`config.mk`:
```
export PLATFORM = sky130hd
export DESIGN_NAME = reorder_buffer
export DESIGN_NICKNAME = d
export VERILOG_FILES = /design/src/rtl/rob_pkg.sv /design/src/rtl/rob_ptrs.sv /design/src/rtl/rob_entries.sv /design/src/rtl/rob_retire.sv /design/src/rtl/reorder_buffer.sv
export SDC_FILE = /design/constraint.sdc
export NUM_CORES = 1
export LEC_CHECK = 0
export CAP_MARGIN = 20
export CORE_UTILIZATION = 43
export CTS_BUF_LIST = sky130_fd_sc_hd__clkbuf_4
export CTS_CLUSTER_DIAMETER = 60
export DETAILED_ROUTE_END_ITERATION = 16
export PLACE_DENSITY = 0.69
export SLEW_MARGIN = 20
export SYNTH_ARGS = -nofsm -noshare
export SYNTH_HDL_FRONTEND = slang
export SYNTH_SLANG_ARGS = --single-unit
```
`constraint.sdc`:
```
create_clock -name clk -period 7.7 [get_ports clk]
set_clock_uncertainty 0.15 [all_clocks]
set_input_delay 1.925 -clock clk [delete_from_list [all_inputs] [get_ports clk]]
set_output_delay 1.925 -clock clk [all_outputs]
set_load 0.01 [all_outputs]
```
`src/rtl/rob_pkg.sv`:
```
package rob_pkg;
  typedef enum logic [1:0] {
    K_REG    = 2'd0,
    K_STORE  = 2'd1,
    K_BRANCH = 2'd2,
    K_NONE   = 2'd3
  } kind_e;
endpackage

```
`src/rtl/rob_ptrs.sv`:
```
// Head/tail pointers with one extra wrap bit so full and empty differ.
module rob_ptrs #(
  parameter int DEPTH = 8,
  localparam int IDX_W = $clog2(DEPTH),
  localparam int OCC_W = IDX_W + 1
) (
  input  logic             clk,
  input  logic             rst,
  input  logic             push,
  input  logic             pop,
  input  logic             clear,
  output logic [IDX_W-1:0] head_idx,
  output logic [IDX_W-1:0] tail_idx,
  output logic [OCC_W-1:0] occ,
  output logic             full
);
  logic [OCC_W-1:0] head_q, tail_q;

  always_ff @(posedge clk) begin
    if (rst || clear) begin
      head_q <= '0;
      tail_q <= '0;
    end else begin
      if (push) tail_q <= tail_q + 1'b1;
      if (pop)  head_q <= head_q + 1'b1;
    end
  end

  assign head_idx = head_q[IDX_W-1:0];
  assign tail_idx = tail_q[IDX_W-1:0];
  assign occ      = tail_q - head_q;
  assign full     = (head_idx == tail_idx) && (head_q[IDX_W] != tail_q[IDX_W]);
endmodule

```
`src/rtl/rob_entries.sv`:
```
// Slot storage: wide fields in plain arrays, status bits in flop vectors.
module rob_entries
  import rob_pkg::*;
#(
  parameter int DEPTH  = 8,
  parameter int DATA_W = 32,
  parameter int DEST_W = 16,
  localparam int IDX_W = $clog2(DEPTH)
) (
  input  logic              clk,
  input  logic              rst,
  input  logic              clear,
  input  logic              alloc_we,
  input  logic [IDX_W-1:0]  alloc_idx,
  input  kind_e             alloc_kind,
  input  logic [DEST_W-1:0] alloc_dest,
  input  logic              wb_we,
  input  logic [IDX_W-1:0]  wb_idx,
  input  logic [DATA_W-1:0] wb_value,
  input  logic              wb_exc,
  input  logic              wb_mis,
  input  logic              pop,
  input  logic [IDX_W-1:0]  head_idx,
  output logic              h_live,
  output logic              h_done,
  output kind_e             h_kind,
  output logic [DEST_W-1:0] h_dest,
  output logic [DATA_W-1:0] h_value,
  output logic              h_exc,
  output logic              h_mis,
  input  logic [IDX_W-1:0]  lk_idx,
  output logic              lk_ready_q,
  output logic [DATA_W-1:0] lk_value_q
);
  logic [DATA_W-1:0] val_mem  [DEPTH];
  logic [DEST_W-1:0] dest_mem [DEPTH];
  kind_e             kind_mem [DEPTH];
  logic [DEPTH-1:0]  live, done, exc, mis;
  logic              wb_hit;

  assign wb_hit = wb_we && live[wb_idx];

  always_ff @(posedge clk) begin
    if (alloc_we) begin
      dest_mem[alloc_idx] <= alloc_dest;
      kind_mem[alloc_idx] <= alloc_kind;
    end
    if (wb_hit) val_mem[wb_idx] <= wb_value;
  end

  always_ff @(posedge clk) begin
    if (rst || clear) begin
      live <= '0;
      done <= '0;
      exc  <= '0;
      mis  <= '0;
    end else begin
      if (alloc_we) begin
        live[alloc_idx] <= 1'b1;
        done[alloc_idx] <= 1'b0;
        exc[alloc_idx]  <= 1'b0;
        mis[alloc_idx]  <= 1'b0;
      end
      if (wb_hit) begin
        done[wb_idx] <= 1'b1;
        exc[wb_idx]  <= wb_exc;
        mis[wb_idx]  <= wb_mis;
      end
      if (pop) begin
        live[head_idx] <= 1'b0;
        done[head_idx] <= 1'b0;
      end
    end
  end

  always_ff @(posedge clk) begin
    if (rst) begin
      lk_ready_q <= 1'b0;
      lk_value_q <= '0;
    end else begin
      lk_ready_q <= live[lk_idx] && done[lk_idx];
      lk_value_q <= val_mem[lk_idx];
    end
  end

  assign h_live  = live[head_idx];
  assign h_done  = done[head_idx];
  assign h_kind  = kind_mem[head_idx];
  assign h_dest  = dest_mem[head_idx];
  assign h_value = val_mem[head_idx];
  assign h_exc   = exc[head_idx];
  assign h_mis   = mis[head_idx];
endmodule

```
`src/rtl/rob_retire.sv`:
```
// Decides retire or flush for the oldest slot and registers the outputs.
module rob_retire
  import rob_pkg::*;
#(
  parameter int DATA_W = 32,
  parameter int DEST_W = 16
) (
  input  logic              clk,
  input  logic              rst,
  input  logic              h_live,
  input  logic              h_done,
  input  kind_e             h_kind,
  input  logic [DEST_W-1:0] h_dest,
  input  logic [DATA_W-1:0] h_value,
  input  logic              h_exc,
  input  logic              h_mis,
  output logic              pop,
  output logic              clear,
  output logic              reg_we_q,
  output logic              mem_we_q,
  output logic              retire_q,
  output logic [DEST_W-1:0] dest_q,
  output logic [DATA_W-1:0] data_q,
  output logic              flush_q,
  output logic              flush_exc_q,
  output logic [DATA_W-1:0] redirect_q
);
  logic go, bad;

  assign go    = h_live && h_done;
  assign bad   = go && (h_exc || (h_kind == K_BRANCH && h_mis));
  assign pop   = go && !bad;
  assign clear = bad;

  always_ff @(posedge clk) begin
    if (rst) begin
      reg_we_q    <= 1'b0;
      mem_we_q    <= 1'b0;
      retire_q    <= 1'b0;
      flush_q     <= 1'b0;
      flush_exc_q <= 1'b0;
      dest_q      <= '0;
      data_q      <= '0;
      redirect_q  <= '0;
    end else begin
      reg_we_q    <= pop && (h_kind == K_REG);
      mem_we_q    <= pop && (h_kind == K_STORE);
      retire_q    <= pop;
      flush_q     <= bad;
      flush_exc_q <= bad && h_exc;
      dest_q      <= h_dest;
      data_q      <= h_value;
      redirect_q  <= h_value;
    end
  end
endmodule

```
`src/rtl/reorder_buffer.sv`:
```
module reorder_buffer
  import rob_pkg::*;
#(
  parameter int DEPTH  = 8,
  parameter int DATA_W = 32,
  parameter int DEST_W = 16,
  localparam int TAG_W = $clog2(DEPTH),
  localparam int OCC_W = TAG_W + 1
) (
  input  logic              clk,
  input  logic              rst,
  input  logic              alloc_valid,
  input  logic [1:0]        alloc_kind,
  input  logic [DEST_W-1:0] alloc_dest,
  output logic              alloc_ready,
  output logic [TAG_W-1:0]  alloc_tag,
  input  logic              wb_valid,
  input  logic [TAG_W-1:0]  wb_tag,
  input  logic [DATA_W-1:0] wb_value,
  input  logic              wb_exc,
  input  logic              wb_mispred,
  input  logic [TAG_W-1:0]  lk_tag,
  output logic              lk_ready,
  output logic [DATA_W-1:0] lk_value,
  output logic              commit_reg_we,
  output logic              commit_mem_we,
  output logic              commit_retire,
  output logic [DEST_W-1:0] commit_dest,
  output logic [DATA_W-1:0] commit_data,
  output logic              flush,
  output logic              flush_exc,
  output logic [DATA_W-1:0] redirect_pc
);
  logic [TAG_W-1:0]  head_idx, tail_idx;
  logic [OCC_W-1:0]  occ;
  logic              full, pop, clear, alloc_fire, wb_we;
  logic              h_live, h_done, h_exc, h_mis;
  kind_e             h_kind;
  logic [DEST_W-1:0] h_dest;
  logic [DATA_W-1:0] h_value;

  assign alloc_ready = !full && !clear;
  assign alloc_fire  = alloc_valid && alloc_ready;
  assign wb_we       = wb_valid && !clear;
  assign alloc_tag   = tail_idx;

  rob_ptrs #(.DEPTH(DEPTH)) u_ptrs (
    .clk(clk), .rst(rst), .push(alloc_fire), .pop(pop), .clear(clear),
    .head_idx(head_idx), .tail_idx(tail_idx), .occ(occ), .full(full)
  );

  rob_entries #(.DEPTH(DEPTH), .DATA_W(DATA_W), .DEST_W(DEST_W)) u_entries (
    .clk(clk), .rst(rst), .clear(clear),
    .alloc_we(alloc_fire), .alloc_idx(tail_idx),
    .alloc_kind(kind_e'(alloc_kind)), .alloc_dest(alloc_dest),
    .wb_we(wb_we), .wb_idx(wb_tag), .wb_value(wb_value),
    .wb_exc(wb_exc), .wb_mis(wb_mispred),
    .pop(pop), .head_idx(head_idx),
    .h_live(h_live), .h_done(h_done), .h_kind(h_kind), .h_dest(h_dest),
    .h_value(h_value), .h_exc(h_exc), .h_mis(h_mis),
    .lk_idx(lk_tag), .lk_ready_q(lk_ready), .lk_value_q(lk_value)
  );

  rob_retire #(.DATA_W(DATA_W), .DEST_W(DEST_W)) u_retire (
    .clk(clk), .rst(rst),
    .h_live(h_live), .h_done(h_done), .h_kind(h_kind), .h_dest(h_dest),
    .h_value(h_value), .h_exc(h_exc), .h_mis(h_mis),
    .pop(pop), .clear(clear),
    .reg_we_q(commit_reg_we), .mem_we_q(commit_mem_we), .retire_q(commit_retire),
    .dest_q(commit_dest), .data_q(commit_data),
    .flush_q(flush), .flush_exc_q(flush_exc), .redirect_q(redirect_pc)
  );
endmodule

```
# --- Word level (Yosys, flattened, before mapping) ---
# Memory sizes are Yosys's and may differ from the RTL's. A register that Yosys moved wholly into a read port is not among the register bits.
# Cells that the tools add are included.
word_totals:
  out_inout_bits: 122
  elab_cells: 100
  memories: 3
  inputBits: 62
  reg_bits: 46
  ram_bits: 400
memory_table:
  columns: ["name", "depth", "word_bits", "read_ports", "rd_clocked_by_memory_dff", "write_ports", "line_no", "rtl"]
  rows:
  - ["u_entries.val_mem", 8, 32, 2, 2, 1, "rob_entries.sv:35", "logic [DATA_W-1:0] val_mem [DEPTH];"]
  - ["u_entries.dest_mem", 8, 16, 1, 1, 1, "rob_entries.sv:36", "logic [DEST_W-1:0] dest_mem [DEPTH];"]
  - ["u_entries.kind_mem", 8, 2, 1, 1, 1, "rob_entries.sv:37", "kind_e kind_mem [DEPTH];"]
op_classes:
  add_sub_neg: 2
  n_bitwise: 9
  eq_ne: 4
  muxes: 42
  n_lt_le_gt_ge: 7
  n_reduce_logical: 21
op_table:
  columns: ["op", "n"]
  rows:
  - ["8-bit two-way mux", 14]
  - ["8-bit AND", 5]
  - ["1-bit binary-select mux with 3-bit select", 7]
  - ["8-bit bitwise mux", 2]
  - ["1-bit logical AND", 16]
  - ["3-bit by 4-bit less-than comparator with 1-bit output (second input constant)", 4]
  - ["8-bit inverter", 2]
  - ["8-bit bitwise OR", 2]
  - ["1-bit two-way mux", 14]
  - ["1-bit demux with 3-bit select", 3]
  - ["3-bit by 1-bit greater-or-equal comparator with 1-bit output (second input constant)", 3]
  - ["4-bit by 1-bit adder with 4-bit output (second input constant)", 2]
  - ["3-bit two-way mux", 2]
  - ["3-bit == test", 1]
  - ["2-bit by 1-bit == test with 1-bit output (second input constant)", 1]
  - ["2-bit == test (second input constant)", 1]
  - ["1-bit zero test", 2]
  - ["2-bit zero test", 1]
  - ["1-bit logical OR", 2]
  - ["1-bit inequality test", 1]

# --- Logic depth before layout (Yosys ltp) ---
depth:
  depth_word: 15
  mapped_depth: 11
  mapped_depth_nobuf: 7

# --- By module ---
# Synthesis repeated with hierarchy kept, for this count alone.
unflattened:
  hier_cells: 1452
  hier_area_um2: 21997.3
modules_own_cells:
  columns: ["module", "area_each_um2", "seq_area_each_um2", "n_inst", "cells_each"]
  rows:
  - ["rob_entries", 19748.9, 13312.8, 1, 1244]
  - ["rob_retire", 1730.4, 1061.0, 1, 150]
  - ["rob_ptrs", 495.5, 160.2, 1, 55]
  - ["reorder_buffer", 22.5, 0.0, 1, 3]

# --- Worst setup path after synthesis ---
# No wires, ideal clock.
synth_path:
  path_kind: "input -> register"
  start: "input wb_tag[2]"
  end: "register u_entries.done[0]"
  cell_stages: 6
  path_buffers: 1
  slack_ps: 2012
  t_arrival_ps: 5469
  setup_time_ps: 69
  required_time_ps: 7481
  cell_sequence: "clkbuf_1 > nand2b_1 > o221a_2 > o21ai_0 > nor3_1 > o221a_2"
synth_between:
  elab_chain_cells: 9
  elab_cells_between_ends: 13
  classes_between: "order compare (2); mux (7); bitwise (2); reduce/logical (2)"
synth_rtl:
  columns: ["element", "line_no", "rtl"]
  rows:
  - ["start: declaration", "reorder_buffer.sv:18", "input logic [TAG_W-1:0] wb_tag,"]
  - ["3-bit by 4-bit less-than comparator with 1-bit output (not written as such) or 3-bit by 1-bit greater-or-equal comparator with 1-bit output (tied branches)", "rob_entries.sv:65", "done[wb_idx] <= 1'b1;"]
  - ["1-bit logical AND (not written as such)", "rob_entries.sv:65", null]
  - ["1-bit two-way mux (not written as such)", "rob_entries.sv:65", null]
  - ["1-bit demux with 3-bit select", null, null]
  - ["8-bit bitwise OR (no line)", null, null]
  - ["8-bit two-way mux *", "rob_entries.sv:64", "if (wb_hit) begin"]
  - ["8-bit two-way mux *", "rob_entries.sv:52", "if (rst || clear) begin"]
  - ["8-bit AND (no line)", null, null]
  - ["8-bit two-way mux *", "rob_entries.sv:69", "if (pop) begin"]
  - ["end signal: assignment", "rob_entries.sv:54", "done <= '0;"]
  - ["end signal: indexed assignment", "rob_entries.sv:65", null]
  - ["end signal: indexed assignment", "rob_entries.sv:71", "done[head_idx] <= 1'b0;"]
  - ["end: declaration", "rob_entries.sv:38", "logic [DEPTH-1:0] live, done, exc, mis;"]
# Mark *: on every way between the ends. The rest lies on a longest branch, timed or not. The select of a mux whose other input is x is not followed.
# A chain may end at the register's enable or synchronous reset.

# --- Worst setup path in the final report ---
layout_path:
  start: "register u_ptrs.head_q[1]"
  end: "output alloc_ready"
layout_between:
  elab_chain_cells: 7
  elab_cells_between_ends: 17
  classes_between: "eq/ne (1); mux (8); reduce/logical (8)"
layout_rtl:
  columns: ["element", "line_no", "rtl"]
  rows:
  - ["start: declaration", "rob_ptrs.sv:17", "logic [OCC_W-1:0] head_q, tail_q;"]
  - ["start signal: assignment", "rob_ptrs.sv:25", "if (pop) head_q <= head_q + 1'b1;"]
  - ["1-bit binary-select mux with 3-bit select", "rob_entries.sv:92", "assign h_mis = mis[head_idx];"]
  - ["1-bit two-way mux (not written as such)", "rob_entries.sv:92", null]
  - ["1-bit logical AND", "rob_retire.sv:31", "assign bad = go && (h_exc || (h_kind == K_BRANCH && h_mis));"]
  - ["1-bit logical OR", "rob_retire.sv:31", null]
  - ["1-bit logical AND", "rob_retire.sv:31", null]
  - ["1-bit zero test", "reorder_buffer.sv:42", "assign alloc_ready = !full && !clear;"]
  - ["1-bit logical AND *", "reorder_buffer.sv:42", null]
  - ["end: declaration", "reorder_buffer.sv:15", "output logic alloc_ready,"]
# Marks and branches as above.

==> results <==
- The growth of design area from synthesis to finish is 19.77%.
- The worst ir drop on vdd is 0.0001183 V.
- The initial antenna violation count is 4.
- The routed design uses 3.762 mm of met3 wire.
- The clock tree from TritonCTS is yes.
- The first global-routing pass estimated 83.88 mm of wire.
- The worst setup path is launched from a flip-flop.
- The total of endpoints with negative setup slack in the final report is 0.
- After synthesis, flip-flops and latches occupy 67.03% of the total area.
- The final hold violation count is 0.
- At the pin with the least slew margin, the transition time is 1130 ps.
- Counting along the longest clock path gives a buffer depth of 3.
- Each instance of the synthesized netlist takes up on average 14.78 um^2.
- The number of hold buffers added after CTS was 0.
- By startpoint and endpoint, the worst setup path is classified as flip-flop to output port.
- For this block, the initial DRC count from the detailed router was 1,118.
- The average routed wire per standard cell is 22.61 um.
- By area the synthesized netlist is led by sky130_fd_sc_hd__edfxtp_1 (55%), sky130_fd_sc_hd__dfxtp_1 (12%), sky130_fd_sc_hd__mux4_2 (7.0%).
- The family of cells with the greatest summed delay on the critical path is simple AND/OR/NAND/NOR gates.
- Setup repair after global routing left no endpoint under its margin.
- The peak per-stage delay on the critical path is 850 ps.
- The sum of met2 wire segment lengths after detailed routing is 28.01 mm.
- The total negative slack is 0 ps.
- The reported leakage power is 8.872 nW.
- The run finished with clean final reports.
- In this run, synthesis produced a sequential element count of 529.
- In the routed layout, each cell is associated on average with a via count of 5.620.
- Buffers added to address setup during post-CTS repair amount to 0.
- The final routed DRC violation total is 0.
- From left edge to right edge, the die measures 227.0 um.
- The die is 227.0 um tall.
- The total power per unit cell area is 233.2 mW/mm^2.
- The global routing usage summed across all routing layers is 22.11%.
- The cell area after synthesis is 0.02177 mm^2.
- The area share of the leading cell type in the synthesized netlist is 55.17%.
- The commonest register cell after synthesis is sky130_fd_sc_hd__edfxtp_1.
- The global placer's final weighted congestion is 0.8786.
- The largest total area in the synthesized netlist belongs to sky130_fd_sc_hd__edfxtp_1.
- The final count of pins violating max slew is 0.
- After clock tree synthesis, the clock-pin slew on the worst setup and hold paths is 60 ps.
- The gate count of the mapped netlist is 1,473.
- Counting every net in the synthesized netlist gives 1,537.
- The arrival time of the worst setup path is 4220 ps.
- The number of cell rows is 82.
- The starting utilization of the core area is 43.49%.
- The region available for standard cell placement spans 0.05007 mm^2.
- In the synthesized netlist the async set-or-reset flop fraction comes to 0%.
- The die area is 0.05154 mm^2.
- The path class of the tightest hold or removal check is flip-flop to flip-flop.
- The first detailed-routing pass took 7 iterations.
- The aggregate routed wire length is 55.91 mm.
- The total power draw is 6.082 mW.
- The number of nets at the end of the flow is 1,752.
- STA classifies the critical path endpoint as an output port.
- 184 I/O pins were placed.
- The latest clock arrival within the worst-skew pair is 960 ps.
- The total routed wire length on the met1 layer is 22.52 mm.
- The maximum clock rate is 158.8 MHz.
- The overall overflow remaining after global route is 0.
- The count of nets left with antenna violations once routing finished came out at 0.
- The detailed router used layers up to and including met5.
- Traced cell by cell, the critical path runs through nor2b_4 > a22oi_1 > nand3_2 > a2bb2oi_2 > nor2_2 > nor2_1 > clkdlybuf4s50_1.
- Of all nets on the critical path, the largest fanout is 55.
- The minimum clock period after layout is 6297 ps.
- STA puts the critical path data required time at 5620 ps.
- In this run the clock root is driven by a sky130_fd_sc_hd__clkbuf_4.
- Dividing the final minimum period by the clock period gives 81.78%.
- Entering global routing, the biggest net connects 82 pins.
- The number of enable-type register cells in the synthesized netlist is 400.
- By count the netlist is led by sky130_fd_sc_hd__edfxtp_1 (400), sky130_fd_sc_hd__nor2_1 (181), sky130_fd_sc_hd__dfxtp_1 (129).
- The via count of the first global-routing pass is 14,394.
- After clock tree synthesis, the repair step resized 0 gates.
- The worst-case headroom to the max-slew limit is 24.56%.
- The setup slack of the worst register-to-register path is 3420 ps.
- The standard cell with the maximum stage delay on the critical path is sky130_fd_sc_hd__dfxtp_4.
- The fraction of final layout cells with drive strength greater than 1 is 25.08%.
- The port buffer count is 183.
- The number of warnings printed during yosys synthesis is 0.
- Among all cell types in the netlist, the one instantiated most often is sky130_fd_sc_hd__edfxtp_1.
- The netlist uses 58 different library cells.
- The clock net sink count is 529.
- Max-cap violations in this run came to 0.
- The HPWL after detailed placement is 33.29 mm.
- The H-tree generated during clock tree synthesis spans 4 levels.
- The routed layout has 13,898 vias.
- Counting the buffers created by CTS gives 138.
- Together, buffers and inverters on the worst path number 1.
==> metal layers <==
layer  up-vias  GRT usage [%]
li1       6199              -
met1      6971          26.94
met2       604          37.08
met3       120          5.485
met4         4          10.11
met5         -              0
==> sequential cells by signal, summed over array words and instances, names as in the netlist, named ones only <==
name	flops
u_retire.reg_we_q	1
u_entries.dest_mem	128
u_ptrs.head_q	4
u_entries.kind_mem	16
u_entries.done	8
u_retire.retire_q	1
u_entries.lk_value_q	32
u_retire.dest_q	16
u_entries.lk_ready_q	1
u_retire.data_q	32
u_ptrs.tail_q	4
u_entries.val_mem	256
u_entries.live	8
u_retire.flush_exc_q	1
u_retire.flush_q	1
u_entries.exc	8
u_entries.mis	8
u_retire.mem_we_q	1
==> power by group <==
| group | switching, mW | internal (mW) |
|---|---|---|
| Combinational | 0.170 | 0.152 |
| Clock | 1.15 | 1.46 |
| Sequential | 0.0243 | 3.12 |
| Total | 1.35 | 4.74 |
==> metrics by stage <==
stage          util [%]  hold slack [ps]  std cells  area [um^2]  setup WS, ps
2_1_floorplan         -            295.4       1473        21770          2012
3_3_place_gp      48.07            335.6       2217        24070          2299
3_5_place_dp      48.21            343.6       2220        24140          2273
4_1_cts           52.06            357.6       2470        26070          1189
5_1_grt           52.07            378.0       2471        26070          1153
6_report          52.08            354.3       2473        26080          1403
==> placed cells by master (no fill, tap or decap), types with 15 or more instances in the layout <==
master and count:
sky130_fd_sc_hd__buf_4 29, sky130_fd_sc_hd__o211ai_1 15, sky130_fd_sc_hd__o21ai_0 31, sky130_fd_sc_hd__dfxtp_1 126
sky130_fd_sc_hd__mux2_2 75, sky130_fd_sc_hd__a221oi_1 35, sky130_fd_sc_hd__mux4_2 68, sky130_fd_sc_hd__nor2_1 163
sky130_fd_sc_hd__clkbuf_4 205, sky130_fd_sc_hd__clkinv_1 22, sky130_fd_sc_hd__mux2i_1 62, sky130_fd_sc_hd__edfxtp_1 400
sky130_fd_sc_hd__clkdlybuf4s50_1 179, sky130_fd_sc_hd__a22oi_1 74, sky130_fd_sc_hd__nand2_1 64, sky130_fd_sc_hd__a21oi_1 62
==> layout make-up <==
type                       count  area, um^2
sequential                   529       14610
antenna                        3       7.507
inverter                       5       18.77
timing repair buffer         212        2082
multi-input combinational    802        6593
clock buffer                 205        1539
fill                        4309       23990
clock inverter                45       391.6
tap                          672       840.8
==> kinds of logic (layout without fill, tap and decap cells) <==
group                      Yosys count  in the layout  share of synthesized area (%)
and+or+nand+nor                    302            302                          5.839
adders and majority gates            2              2                         0.1149
other                                0              3                              0
buffers and inverters              142            467                          3.189
AOI/OAI and AO/OA                  281            281                          9.229
DFF                                529            529                          67.03
muxes                              210            210                          14.32
xor gates and xnor gates             7              7                         0.2816
==> worst paths after layout <==
kind               startpoint                       end  cells past startpoint
max          u_ptrs.head_q[1]               alloc_ready                      7
min          u_entries.exc[4]          u_entries.exc[4]                      1
max reg2reg  u_ptrs.head_q[1]  u_entries.val_mem[7][20]                      7
min reg2reg  u_entries.exc[4]          u_entries.exc[4]                      1
Note: power is estimated with default switching activity, not from simulation.
